$ cat config.mk
export PLATFORM = sky130hd
export DESIGN_NAME = cmp_event_timer
export DESIGN_NICKNAME = d
export VERILOG_FILES = /design/src/rtl/evt_timer_pkg.sv /design/src/rtl/evt_counter.sv /design/src/rtl/evt_channel.sv /design/src/rtl/cmp_event_timer.sv
export SDC_FILE = /design/constraint.sdc
export NUM_CORES = 1
export LEC_CHECK = 0
export CORE_MARGIN = 8
export CORE_UTILIZATION = 40
export CTS_BUF_LIST = sky130_fd_sc_hd__clkbuf_2
export DETAILED_ROUTE_END_ITERATION = 8
export PLACE_DENSITY = 0.57
export REMOVE_ABC_BUFFERS = 1
export SLEW_MARGIN = 40
export SYNTH_ARGS = -nofsm -noshare
export SYNTH_HDL_FRONTEND = slang
export SYNTH_SLANG_ARGS = --single-unit
$ cat constraint.sdc
create_clock -name clk_i -period 10.9 [get_ports clk_i]
set_input_delay 1.635 -clock clk_i [delete_from_list [all_inputs] [get_ports clk_i]]
set_output_delay 1.635 -clock clk_i [all_outputs]
set_load 0.005 [all_outputs]
$ cat src/rtl/evt_timer_pkg.sv
package evt_timer_pkg;
  localparam int unsigned DW = 32;

  localparam logic [7:0] OFS_CAPS   = 8'h00;
  localparam logic [7:0] OFS_PERIOD = 8'h04;
  localparam logic [7:0] OFS_GCTL   = 8'h10;
  localparam logic [7:0] OFS_STAT   = 8'h20;
  localparam logic [7:0] OFS_COUNT  = 8'h30;
  localparam logic [7:0] OFS_CH0    = 8'h40;

  localparam logic [1:0] SLOT_CTL  = 2'd0;
  localparam logic [1:0] SLOT_MASK = 2'd1;
  localparam logic [1:0] SLOT_CMP  = 2'd2;

  localparam int unsigned B_LEVEL  = 1;
  localparam int unsigned B_IE     = 2;
  localparam int unsigned B_PER    = 3;
  localparam int unsigned B_PERCAP = 4;
  localparam int unsigned B_VSET   = 6;
  localparam int unsigned B_F32    = 8;
  localparam int unsigned B_RT_LO  = 9;
  localparam int unsigned RT_W     = 5;
endpackage

$ cat src/rtl/evt_counter.sv
module evt_counter
  import evt_timer_pkg::*;
#(
  parameter int unsigned PRESCALE = 4
) (
  input  logic          clk,
  input  logic          rst_n,
  input  logic          en,
  input  logic          ld,
  input  logic [DW-1:0] ld_val,
  output logic [DW-1:0] cnt,
  output logic          tick
);
  localparam int unsigned PW = (PRESCALE > 1) ? $clog2(PRESCALE) : 1;
  localparam logic [PW-1:0] PMAX = PW'(PRESCALE - 1);

  logic [PW-1:0] pre_q, pre_d;
  logic [DW-1:0] cnt_q, cnt_d;

  always_comb begin
    tick  = en && (pre_q == PMAX);
    pre_d = pre_q;
    if (!en || tick) pre_d = '0;
    else             pre_d = pre_q + 1'b1;
    cnt_d = cnt_q;
    if (ld)        cnt_d = ld_val;
    else if (tick) cnt_d = cnt_q + 1'b1;
  end

  always_ff @(posedge clk or negedge rst_n) begin
    if (!rst_n) begin
      pre_q <= '0;
      cnt_q <= '0;
    end else begin
      pre_q <= pre_d;
      cnt_q <= cnt_d;
    end
  end

  assign cnt = cnt_q;

  a_r3_frozen: assert property (@(posedge clk) disable iff (!rst_n)
    (!en && !ld) |=> $stable(cnt_q));
  a_r3_unit_step: assert property (@(posedge clk) disable iff (!rst_n)
    (en && !ld) |=> (cnt_q == $past(cnt_q)) || (cnt_q == $past(cnt_q) + 1'b1));
endmodule

$ cat src/rtl/evt_channel.sv
module evt_channel
  import evt_timer_pkg::*;
#(
  parameter bit          PER_CAP = 1'b1,
  parameter logic [31:0] RT_MASK = 32'h00F0_0000
) (
  input  logic            clk,
  input  logic            rst_n,
  input  logic            tick,
  input  logic [DW-1:0]   cnt,
  input  logic            ctl_we,
  input  logic            cmp_we,
  input  logic [DW-1:0]   wdata,
  input  logic            stat_clr,
  output logic [DW-1:0]   ctl_rd,
  output logic [DW-1:0]   cmp_rd,
  output logic [RT_W-1:0] route,
  output logic            status,
  output logic            line
);
  logic            level_q, ie_q, per_q, f32_q, vset_q, wantp_q, armed_q;
  logic            level_d, ie_d, per_d, f32_d, vset_d, wantp_d, armed_d;
  logic [RT_W-1:0] rt_q, rt_d;
  logic [DW-1:0]   cmp_q, cmp_d, prd_q, prd_d;
  logic            stat_q, stat_d, pulse_q, pulse_d;
  logic            match;
  logic [RT_W-1:0] rt_req;

  assign rt_req = wdata[B_RT_LO +: RT_W];
  assign match  = tick && armed_q && ((cnt + 1'b1) == cmp_q);

  always_comb begin
    level_d = level_q; ie_d = ie_q; per_d = per_q; f32_d = f32_q;
    vset_d  = vset_q;  wantp_d = wantp_q; armed_d = armed_q; rt_d = rt_q;
    cmp_d   = cmp_q;   prd_d = prd_q;
    if (ctl_we) begin
      level_d = wdata[B_LEVEL];
      ie_d    = wdata[B_IE];
      per_d   = wdata[B_PER] & PER_CAP;
      f32_d   = wdata[B_F32];
      vset_d  = wdata[B_VSET];
      wantp_d = 1'b0;
      if (RT_MASK[rt_req]) rt_d = rt_req;
    end
    if (cmp_we) begin
      armed_d = 1'b1;
      if (per_q && vset_q) begin
        cmp_d   = wdata;
        vset_d  = 1'b0;
        wantp_d = 1'b1;
      end else if (wantp_q) begin
        prd_d   = wdata;
        wantp_d = 1'b0;
      end else begin
        cmp_d   = wdata;
      end
    end else if (match) begin
      if (per_q) cmp_d   = cmp_q + prd_q;
      else       armed_d = 1'b0;
    end
    stat_d  = stat_q;
    if (stat_clr) stat_d = 1'b0;
    if (match && ie_q && level_q) stat_d = 1'b1;
    pulse_d = match && ie_q && !level_q;
  end

  always_ff @(posedge clk or negedge rst_n) begin
    if (!rst_n) begin
      level_q <= 1'b0; ie_q <= 1'b0; per_q <= 1'b0; f32_q <= 1'b0;
      vset_q  <= 1'b0; wantp_q <= 1'b0; armed_q <= 1'b0; rt_q <= '0;
      cmp_q   <= '0;   prd_q <= '0; stat_q <= 1'b0; pulse_q <= 1'b0;
    end else begin
      level_q <= level_d; ie_q <= ie_d; per_q <= per_d; f32_q <= f32_d;
      vset_q  <= vset_d;  wantp_q <= wantp_d; armed_q <= armed_d; rt_q <= rt_d;
      cmp_q   <= cmp_d;   prd_q <= prd_d; stat_q <= stat_d; pulse_q <= pulse_d;
    end
  end

  always_comb begin
    ctl_rd = '0;
    ctl_rd[B_LEVEL]           = level_q;
    ctl_rd[B_IE]              = ie_q;
    ctl_rd[B_PER]             = per_q;
    ctl_rd[B_PERCAP]          = PER_CAP;
    ctl_rd[B_F32]             = f32_q;
    ctl_rd[B_RT_LO +: RT_W]   = rt_q;
  end

  assign cmp_rd = cmp_q;
  assign route  = rt_q;
  assign status = stat_q;
  assign line   = level_q ? (stat_q & ie_q) : pulse_q;

  // a one-shot channel does not match again without a new comparator write
  a_r4_once: assert property (@(posedge clk) disable iff (!rst_n)
    (match && !per_q && !cmp_we) |=> !match);
  // a periodic match advances the comparator by the period
  a_r5_reload: assert property (@(posedge clk) disable iff (!rst_n)
    (match && per_q && !cmp_we) |=> (cmp_q == $past(cmp_q) + $past(prd_q)));
  a_r7_hold: assert property (@(posedge clk) disable iff (!rst_n)
    (stat_q && !stat_clr) |=> stat_q);
  a_r11_quiet: assert property (@(posedge clk) disable iff (!rst_n)
    (!ie_q && !stat_q) |=> !stat_q && !pulse_q);
  a_r6_percap: assert property (@(posedge clk) disable iff (!rst_n)
    !PER_CAP |-> !per_q);
endmodule

$ cat src/rtl/cmp_event_timer.sv
module cmp_event_timer
  import evt_timer_pkg::*;
#(
  parameter int unsigned N_CH       = 4,
  parameter int unsigned PRESCALE   = 4,
  parameter logic [31:0] PERIOD_FS  = 32'd100_000_000,
  parameter logic [15:0] VENDOR     = 16'h1D0F,
  parameter logic [7:0]  REV        = 8'h02,
  parameter logic [31:0] PER_CAP    = 32'h0000_0003,
  parameter logic [31:0] RT_MASK    = 32'h00F0_0000,
  parameter bit          LEGACY_CAP = 1'b1
) (
  input  logic        clk_i,
  input  logic        rst_ni,
  input  logic        bus_sel_i,
  input  logic        bus_we_i,
  input  logic [7:0]  bus_addr_i,
  input  logic [31:0] bus_wdata_i,
  output logic [31:0] bus_rdata_o,
  output logic [31:0] irq_route_o
);
  localparam logic [7:0] CH_END = OFS_CH0 + 8'(N_CH * 16);
  localparam logic [31:0] CAPS  = {VENDOR, LEGACY_CAP, 2'b00, 5'(N_CH - 1), REV};

  logic [1:0] rs_q;
  logic       rst_n;
  always_ff @(posedge clk_i or negedge rst_ni) begin
    if (!rst_ni) rs_q <= 2'b00;
    else         rs_q <= {rs_q[0], 1'b1};
  end
  assign rst_n = rs_q[1];

  logic       wr, is_ch, en_q, en_d, leg_q, leg_d;
  logic [7:0] rel;
  logic [3:0] ch_idx;
  logic [1:0] slot;
  logic       tick, tick_eff, cnt_ld;
  logic [DW-1:0] cnt;

  assign wr     = bus_sel_i && bus_we_i;
  assign is_ch  = (bus_addr_i >= OFS_CH0) && (bus_addr_i < CH_END);
  assign rel    = bus_addr_i - OFS_CH0;
  assign ch_idx = rel[7:4];
  assign slot   = rel[3:2];
  assign cnt_ld = wr && (bus_addr_i == OFS_COUNT);

  always_comb begin
    en_d  = en_q;
    leg_d = leg_q;
    if (wr && bus_addr_i == OFS_GCTL) begin
      en_d  = bus_wdata_i[0];
      leg_d = bus_wdata_i[1] & LEGACY_CAP;
    end
  end

  always_ff @(posedge clk_i or negedge rst_n) begin
    if (!rst_n) begin
      en_q  <= 1'b0;
      leg_q <= 1'b0;
    end else begin
      en_q  <= en_d;
      leg_q <= leg_d;
    end
  end

  evt_counter #(.PRESCALE(PRESCALE)) u_cnt (
    .clk(clk_i), .rst_n(rst_n), .en(en_q), .ld(cnt_ld),
    .ld_val(bus_wdata_i), .cnt(cnt), .tick(tick)
  );
  assign tick_eff = tick && !cnt_ld;

  logic [DW-1:0]   ch_ctl [N_CH];
  logic [DW-1:0]   ch_cmp [N_CH];
  logic [RT_W-1:0] ch_rt  [N_CH];
  logic [N_CH-1:0] ch_stat, ch_line;

  for (genvar i = 0; i < N_CH; i++) begin : g_ch
    logic sel_i;
    assign sel_i = wr && is_ch && (ch_idx == 4'(i));
    evt_channel #(.PER_CAP(PER_CAP[i]), .RT_MASK(RT_MASK)) u_ch (
      .clk(clk_i), .rst_n(rst_n), .tick(tick_eff), .cnt(cnt),
      .ctl_we(sel_i && slot == SLOT_CTL), .cmp_we(sel_i && slot == SLOT_CMP),
      .wdata(bus_wdata_i),
      .stat_clr(wr && (bus_addr_i == OFS_STAT) && bus_wdata_i[i]),
      .ctl_rd(ch_ctl[i]), .cmp_rd(ch_cmp[i]), .route(ch_rt[i]),
      .status(ch_stat[i]), .line(ch_line[i])
    );
  end

  always_comb begin
    bus_rdata_o = '0;
    if (bus_sel_i && !bus_we_i) begin
      if (is_ch) begin
        case (slot)
          SLOT_CTL:  bus_rdata_o = ch_ctl[ch_idx];
          SLOT_MASK: bus_rdata_o = RT_MASK;
          SLOT_CMP:  bus_rdata_o = ch_cmp[ch_idx];
          default:   bus_rdata_o = '0;
        endcase
      end else begin
        case (bus_addr_i)
          OFS_CAPS:   bus_rdata_o = CAPS;
          OFS_PERIOD: bus_rdata_o = PERIOD_FS;
          OFS_GCTL:   bus_rdata_o = {30'd0, leg_q, en_q};
          OFS_STAT:   bus_rdata_o = {{(32-N_CH){1'b0}}, ch_stat};
          OFS_COUNT:  bus_rdata_o = cnt;
          default:    bus_rdata_o = '0;
        endcase
      end
    end
  end

  always_comb begin
    irq_route_o = '0;
    for (int i = 0; i < N_CH; i++) begin
      if (leg_q && i == 0)        irq_route_o[0] = irq_route_o[0] | ch_line[i];
      else if (leg_q && i == 1)   irq_route_o[8] = irq_route_o[8] | ch_line[i];
      else if (RT_MASK[ch_rt[i]]) irq_route_o[ch_rt[i]] = irq_route_o[ch_rt[i]] | ch_line[i];
    end
  end

  // under legacy steering channel 1 reaches line 8
  a_r10_leg_ch1: assert property (@(posedge clk_i) disable iff (!rst_n)
    (leg_q && ch_line[1]) |-> irq_route_o[8]);
  // counter stays at zero until enabled or loaded after reset
  a_r1_idle: assert property (@(posedge clk_i) disable iff (!rst_n)
    (!en_q && !cnt_ld && cnt == '0) |=> cnt == '0);
endmodule

==> results.py, run 1 <==
metrics = {
    "yosys": {
        "synthArstFlopShare_pct": 100,
        "ys.warnings.count": 0,
        "ys_types": 84,
        "netlist_area_um2": 19800,
        "yosysSeqAreaShare_pct": 35.6,
        "synth-seq-cells": 282,
        "synth_edf_count": 0,
        "synth_area_per_cell_um2": 9.30,
        "synth-main-ff-cell": "dfrtp_1",
        "syn_inst": 2129,
    },
    "clock_network": {
        "clkSinkCount": 282,
        "cts_tree": "done",
        "worstSkewPairLatency_ps": 1100,
        "cts_htree_levels": 3,
        "cts_buffers": 82,
        "ctsHoldBuffers": 0,
        "path_clk_slew_ps": 100,
        "ctsResizeCount": 0,
        "clk_path_buf_depth": 3,
        "postCtsSetupBuffers": 0,
        "ctsRootBufferMaster": "clkbuf_2",
    },
    "sta": {
        "relSlewSlack_pct": 43.6,
        "rsz0062_at_grt": "false",
        "finalMaxSlewViolations": 0,
        "fmax_ghz": 0.156,
        "max_slew.worst_pin.slew_ps": 843,
        "hold_viol_final": 0,
        "setup_viol": 0,
        "tns_ps": 0,
        "skew_ps": 89.9,
        "fin_crit_sh_pct": 58.7,
        "period_needed_ps": 6400,
    },
    "setup_path": {
        "crit_path_start_kind": "input port",
        "path_cells": "clkdlybuf4s50_1 > buf_4 > nor2b_1 > and2_1 > buf_4 > a22oi_1 > a21oi_1 > clkdlybuf4s50_1",
        "critPathTopFamily": "buffers and inverters",
        "cp.required_ps": 9270,
        "cp.arrival_ps": 4770,
        "r2r_start": "u_cnt.cnt[0]",
        "cpMaxStageDelayCell": "nor2b_1",
        "rrSetupSlack_ps": 5390,
        "crit_buf_inv": 4,
        "ff2ff_path_depth": 13,
        "worstPathMaxFanout": 27,
        "criticalPathCategory": "in2out",
        "reg2reg_to": "g_ch[1].u_ch.cmp_rd[4]",
        "endpoint_kind": "output pin",
        "max_stage_delay_ps": 610,
    },
    "floorplan": {
        "die-area_um2": 56900,
        "fp.dieH_um": 239,
        "core.rowCount": 81,
        "core_area_um2": 49000,
        "io_pins": 108,
        "die_width_um": 239,
        "initial_utilization_pct": 40.5,
    },
    "place": {
        "hpwl_mm": 51.5,
        "port_buffers": 81,
        "gp_congestion": 0.948,
    },
    "power": {
        "p_leak_uw": 0.0100,
        "swShare_pct": 36.3,
        "power.density_nw_per_um2": 121,
        "p_clk_share_pct": 31.0,
        "p_sw_uw": 964,
        "seqPwrFrac_pct": 43.9,
        "ir_drop_v": 0.0000560,
        "p_comb_share_pct": 25.1,
        "p_int_uw": 1690,
    },
    "global_routing": {
        "grt_pass1_wl_mm": 105,
        "grt_start_max_net_pins": 75,
        "antenna_found_initial": 4,
        "gr-usage-all-layers_pct": 24.3,
        "grt-ovfl-total": 0,
        "first_global_vias": 16939,
    },
    "worst_hold_path": {
        "hp-class": "reg2async",
    },
    "detailed_routing": {
        "drc": 0,
        "routed_wl_mm": 69.2,
        "via_count": 16943,
        "routedWlPerCell_um": 23.6,
        "first_pass_iters": 7,
        "ant_nets": 0,
        "vias_per_cell": 5.79,
        "drtIter0Drc": 1393,
    },
    "cells_and_area": {
        "area_delta_synth_final_pct": 10.4,
        "final_net_count": 2312,
        "drive_above_1_share_pct": 17.1,
        "utilization_pct": 44.7,
    },
    "job": {
        "maxCapViolCount": 0,
    },
    "status": {
        "outcome": "finished clean",
    },
}
-- metrics by stage --
step           cells  cell area (µm²)  worst slack (ps)  hold WS, ps  total power, µW
3_5_place_dp    2782            21100              4580          324             1840
2_1_floorplan   2011            19200              2460          331             1600
4_1_cts         2924            21900              4560          285             2670
5_1_grt         2928            21900              4390          300             2800
3_3_place_gp    2781            21100              4610          340             1830
6_report        2928            21900              4500          268             2650
-- final cells by class --
cell class | count | area, µm²
Fill cell | 4814 | 27100
Multi-Input combinational cell | 1695 | 12100
Sequential cell | 282 | 7060
Timing Repair Buffer | 107 | 1030
Tap cell | 664 | 831
Clock buffer | 115 | 576
Clock inverter | 27 | 170
Inverter | 34 | 128
Antenna cell | 4 | 10.0
-- state kept, by name, summed over array words and instances, names as in the netlist --
name	count
g_ch.u_ch.route	20
g_ch.u_ch.ie_q	4
g_ch.u_ch.prd_q	64
g_ch.u_ch.vset_q	2
rs_q	2
u_cnt.pre_q	2
g_ch.u_ch.pulse_q	4
g_ch.u_ch.f32_q	4
en_q	1
g_ch.u_ch.cmp_rd	128
g_ch.u_ch.wantp_q	4
leg_q	1
g_ch.u_ch.per_q	2
u_cnt.cnt	32
g_ch.u_ch.armed_q	4
g_ch.u_ch.status	4
g_ch.u_ch.level_q	4
-- synthesized netlist by cell type, types with 28 or more instances --
master / instances / area share, %
inv_1: 34 / 0.64
nor2_1: 178 / 3.4
mux2_2: 152 / 8.6
xnor2_1: 111 / 4.9
a31oi_1: 32 / 1.0
o21ai_0: 83 / 2.1
nand3_1: 57 / 1.4
a21oi_1: 127 / 3.2
buf_4: 35 / 1.3
mux4_2: 39 / 4.4
nor2b_1: 28 / 0.88
xor2_1: 117 / 5.2
clkbuf_1: 80 / 1.5
nand2_1: 265 / 5.0
dfrtp_1: 282 / 36
ha_1: 64 / 4.0
nor3_1: 46 / 1.2
-- power by group through the flow --
stage	clock network [µW]	logic (µW)	registers, µW
2_1_floorplan	0	431	1170
3_3_place_gp	0	647	1190
3_5_place_dp	0	654	1180
4_1_cts	850	658	1160
5_1_grt	909	718	1170
6_report	822	666	1170
-- layout by cell type, fill, tap and decap left out, types with 12 or more instances in the layout --
master and count:
nor3_1 45, or2_2 12, nor2_1 176, ha_1 64, a21oi_1 127, a21o_1 26
clkdlybuf4s50_1 79, a22oi_1 26, conb_1 27, xnor2_1 111, xor2_1 117, nand3_1 55
buf_4 22, mux4_2 39, mux2i_1 13, and2_1 13, o211ai_1 18, dfrtp_1 281
nor2b_1 28, nand4_1 25, clkbuf_2 115, clkinv_1 17, inv_1 34, o21ai_0 82
nand2_1 265, nand2b_1 19, o21a_1 17, nor4_1 17, a31oi_1 32, mux2_2 152
and3_1 24
-- worst register-to-register path, cell delays in order (launching register included) --
cell and delay, ps:
dfrtp_1 660, ha_1 500, and4_1 320, nand2_1 470, xnor2_1 470, mux2i_1 240, a211oi_1 160, nor4_1 470
and4_1 330, and4_2 330, a21oi_2 100, nor2_4 380, buf_4 480, mux2_2 420
-- worst max path at each step --
stage | from | to | slack [ps] | cells after the start
3_5_place_dp | bus_addr_i[3] | bus_rdata_o[15] | 4580 | 8
3_3_place_gp | bus_addr_i[3] | bus_rdata_o[15] | 4610 | 8
4_1_cts | bus_addr_i[3] | bus_rdata_o[15] | 4560 | 8
6_report | bus_addr_i[3] | bus_rdata_o[15] | 4500 | 8
5_1_grt | bus_addr_i[3] | bus_rdata_o[17] | 4390 | 8
2_1_floorplan | rs_q[1] | en_q | 2460 | 0
-- cell families (layout without fill, tap and decap cells) --
| family | after synthesis | in the layout | synth area share, % |
|---|---|---|---|
| mux | 215 | 215 | 14.4 |
| simple gates | 743 | 743 | 17.9 |
| xor+xnor | 230 | 230 | 10.3 |
| other cells | 2 | 31 | 0.0379 |
| buf+inv | 177 | 283 | 4.20 |
| fa+ha+maj | 67 | 67 | 4.30 |
| flops | 282 | 282 | 35.6 |
| compound gates | 413 | 413 | 13.3 |
-- layer usage --
layer	track usage [%]	routed length (µm)	vias to the layer above	share of wire [%]
met5	0	13	-	0.019
met4	8.08	2080	2	3.0
met3	4.35	4390	132	6.3
met2	39.2	32100	626	46
met1	32.7	30600	8424	44
li1	-	-	7759	-
Power figures use the tool's default switching activity.
==> run 2: changes to the inputs <==
- clock period: 10.9 -> 6.3 ns (I/O delays scaled with it)
==> run 2 against run 1 <==
Combinational power rose by 71%; core utilization rose by 0.21 points; final cell count rose by 0.34%; die area did not move; clock-buffer cell count rose by 1.
==> results.py, run 2 (synthesis results as in run 1) <==
metrics = {
    "place": {
        "gp_congestion": 1.02,
        "dp_cells": 2792,
        "place_area_um2": 21300,
        "place_ws_ps": 1390,
        "port_buffers": 81,
        "hpwl_mm": 52.8,
    },
    "setup_path": {
        "criticalPathCategory": "in2out",
        "endpoint_kind": "output pin",
        "cp.arrival_ps": 3990,
        "crit_path_start_kind": "input port",
        "worstPathMaxFanout": 26,
        "cp.required_ps": 5350,
    },
    "cells_and_area": {
        "finalNonFillerCells": 2938,
        "drive_above_1_share_pct": 17.4,
        "area_delta_synth_final_pct": 11.0,
        "postLayoutCellArea_um2": 22000,
        "nFillCells": 4839,
        "utilization_pct": 44.9,
        "layout_commonest_cell": "dfrtp_1",
        "final_net_count": 2321,
        "final_cell_mix": "281 x dfrtp_1, 265 x nand2_1, 175 x nor2_1, 152 x mux2_2, 127 x a21oi_1",
        "largest_reg_flops": 128,
    },
    "clock_network": {
        "postCtsSetupBuffers": 0,
        "cts_htree_levels": 3,
        "clkSinkCount": 282,
        "ctsResizeCount": 0,
        "clk_path_buf_depth": 3,
        "ctsRootBufferMaster": "clkbuf_2",
        "path_clk_slew_ps": 120,
        "worstSkewPairLatency_ps": 1120,
        "cts_tree": "done",
        "cts_buffers": 80,
    },
    "detailed_routing": {
        "drc": 0,
        "vias_per_cell": 5.81,
        "via_count": 17075,
        "routedWlPerCell_um": 24.0,
        "ant_nets": 0,
        "drtIter0Drc": 1335,
        "first_pass_iters": 5,
        "routed_wl_mm": 70.5,
    },
    "global_routing": {
        "antenna_found_initial": 3,
        "grt_pass1_wl_mm": 108,
        "gr-usage-all-layers_pct": 24.8,
        "grt_start_max_net_pins": 132,
        "grt-ovfl-total": 0,
        "first_global_vias": 17192,
    },
    "sta": {
        "period_needed_ps": 4940,
        "relSlewSlack_pct": 40.6,
        "fin_ws_ps": 1360,
        "setup_viol": 0,
        "skew_ps": 123,
        "max_slew.worst_pin.slew_ps": 877,
        "rsz0062_at_grt": "false",
        "fin_crit_sh_pct": 78.4,
        "finalMaxSlewViolations": 0,
        "hold_slack_ps": 273,
        "hold_viol_final": 0,
        "fmax_ghz": 0.202,
    },
    "floorplan": {
        "fp.dieH_um": 239,
        "die_width_um": 239,
        "die-area_um2": 56900,
        "core_area_um2": 49000,
        "initial_utilization_pct": 40.5,
        "io_pins": 108,
        "core.rowCount": 81,
    },
    "power": {
        "p_leak_uw": 0.0101,
        "power.density_nw_per_um2": 204,
        "ir_drop_v": 0.0000881,
    },
    "job": {
        "maxCapViolCount": 0,
    },
    "status": {
        "outcome": "finished clean",
    },
    "worst_hold_path": {
        "hp-class": "reg2async",
    },
}
[run 2: cell count changes in the layout (fill, tap and decap cells not counted), moves of 2 or more]
cell	previous run	this run
buf_12	1	3
diode_2	4	7
buf_4	22	28
clkinvlp_4	2	0
buf_16	0	4
buf_6	4	2
bufinv_16	2	0
[run 2: area by class of cell]
cell class | count | area (µm²) | share of cell area (%)
clock inverters | 22 | 85.1 | 0.387
repair buffers | 118 | 1210 | 5.50
diodes | 7 | 17.5 | 0.0797
multi-input cells | 1695 | 12100 | 54.9
inverters | 34 | 128 | 0.581
well taps | 664 | 831 | 3.78
clock buffers | 116 | 581 | 2.64
flip-flops and latches | 282 | 7060 | 32.1
[run 2: power by group]
part / leakage [µW] / switching [µW] / internal, µW
sequential: 0.00367 / 132 / 1890
combinational: 0.00586 / 670 / 465
clock: 0.000529 / 840 / 488
total: 0.0101 / 1640 / 2840
[run 2: repair_timing]
action | in CTS | in global routing
hold buffers | 1 | 0
hold endpoints to repair | 2 | 0
endpoints found under the setup margin | 0 | 0
[run 2: worst max-delay path, stage by stage]
cell	delay, ps
clkdlybuf4s50_1	530
buf_4	330
nor2b_1	220
and2_1	660
buf_4	340
a22oi_1	90
a21oi_1	270
clkdlybuf4s50_1	570
[run 2: metal layers]
metal	part of all wire, %	GRT usage, %	routed length [µm]	vias to the layer above
met3	7.0	4.82	4970	130
met5	0	0	0	-
li1	-	-	-	7777
met4	2.8	7.87	1960	0
met2	47	40.4	32800	686
met1	44	32.9	30700	8482
[run 2: metrics by stage]
| stage | total power (µW) | setup TNS, ps |
|---|---|---|
| after global routing | 4720 | 0 |
| after CTS | 4510 | 0 |
| final | 4480 | 0 |
| after floorplan | 2770 | -599480 |
| after detailed placement | 3170 | 0 |
| after global placement | 3160 | 0 |
[run 2: worst paths after layout]
check	cells after the start	slack, ps	end	from
setup reg to reg	13	1370	g_ch[0].u_ch.cmp_rd[1]	u_cnt.cnt[3]
max in group asynchronous	1	4770	g_ch[3].u_ch.cmp_rd[28]	rs_q[1]
setup / recovery	8	1360	bus_rdata_o[16]	bus_addr_i[3]
hold / removal	0	270	u_cnt.cnt[7]	rs_q[1]
min in group clk_i	0	360	rs_q[1]	rs_q[0]
hold reg to reg	0	270	u_cnt.cnt[7]	rs_q[1]
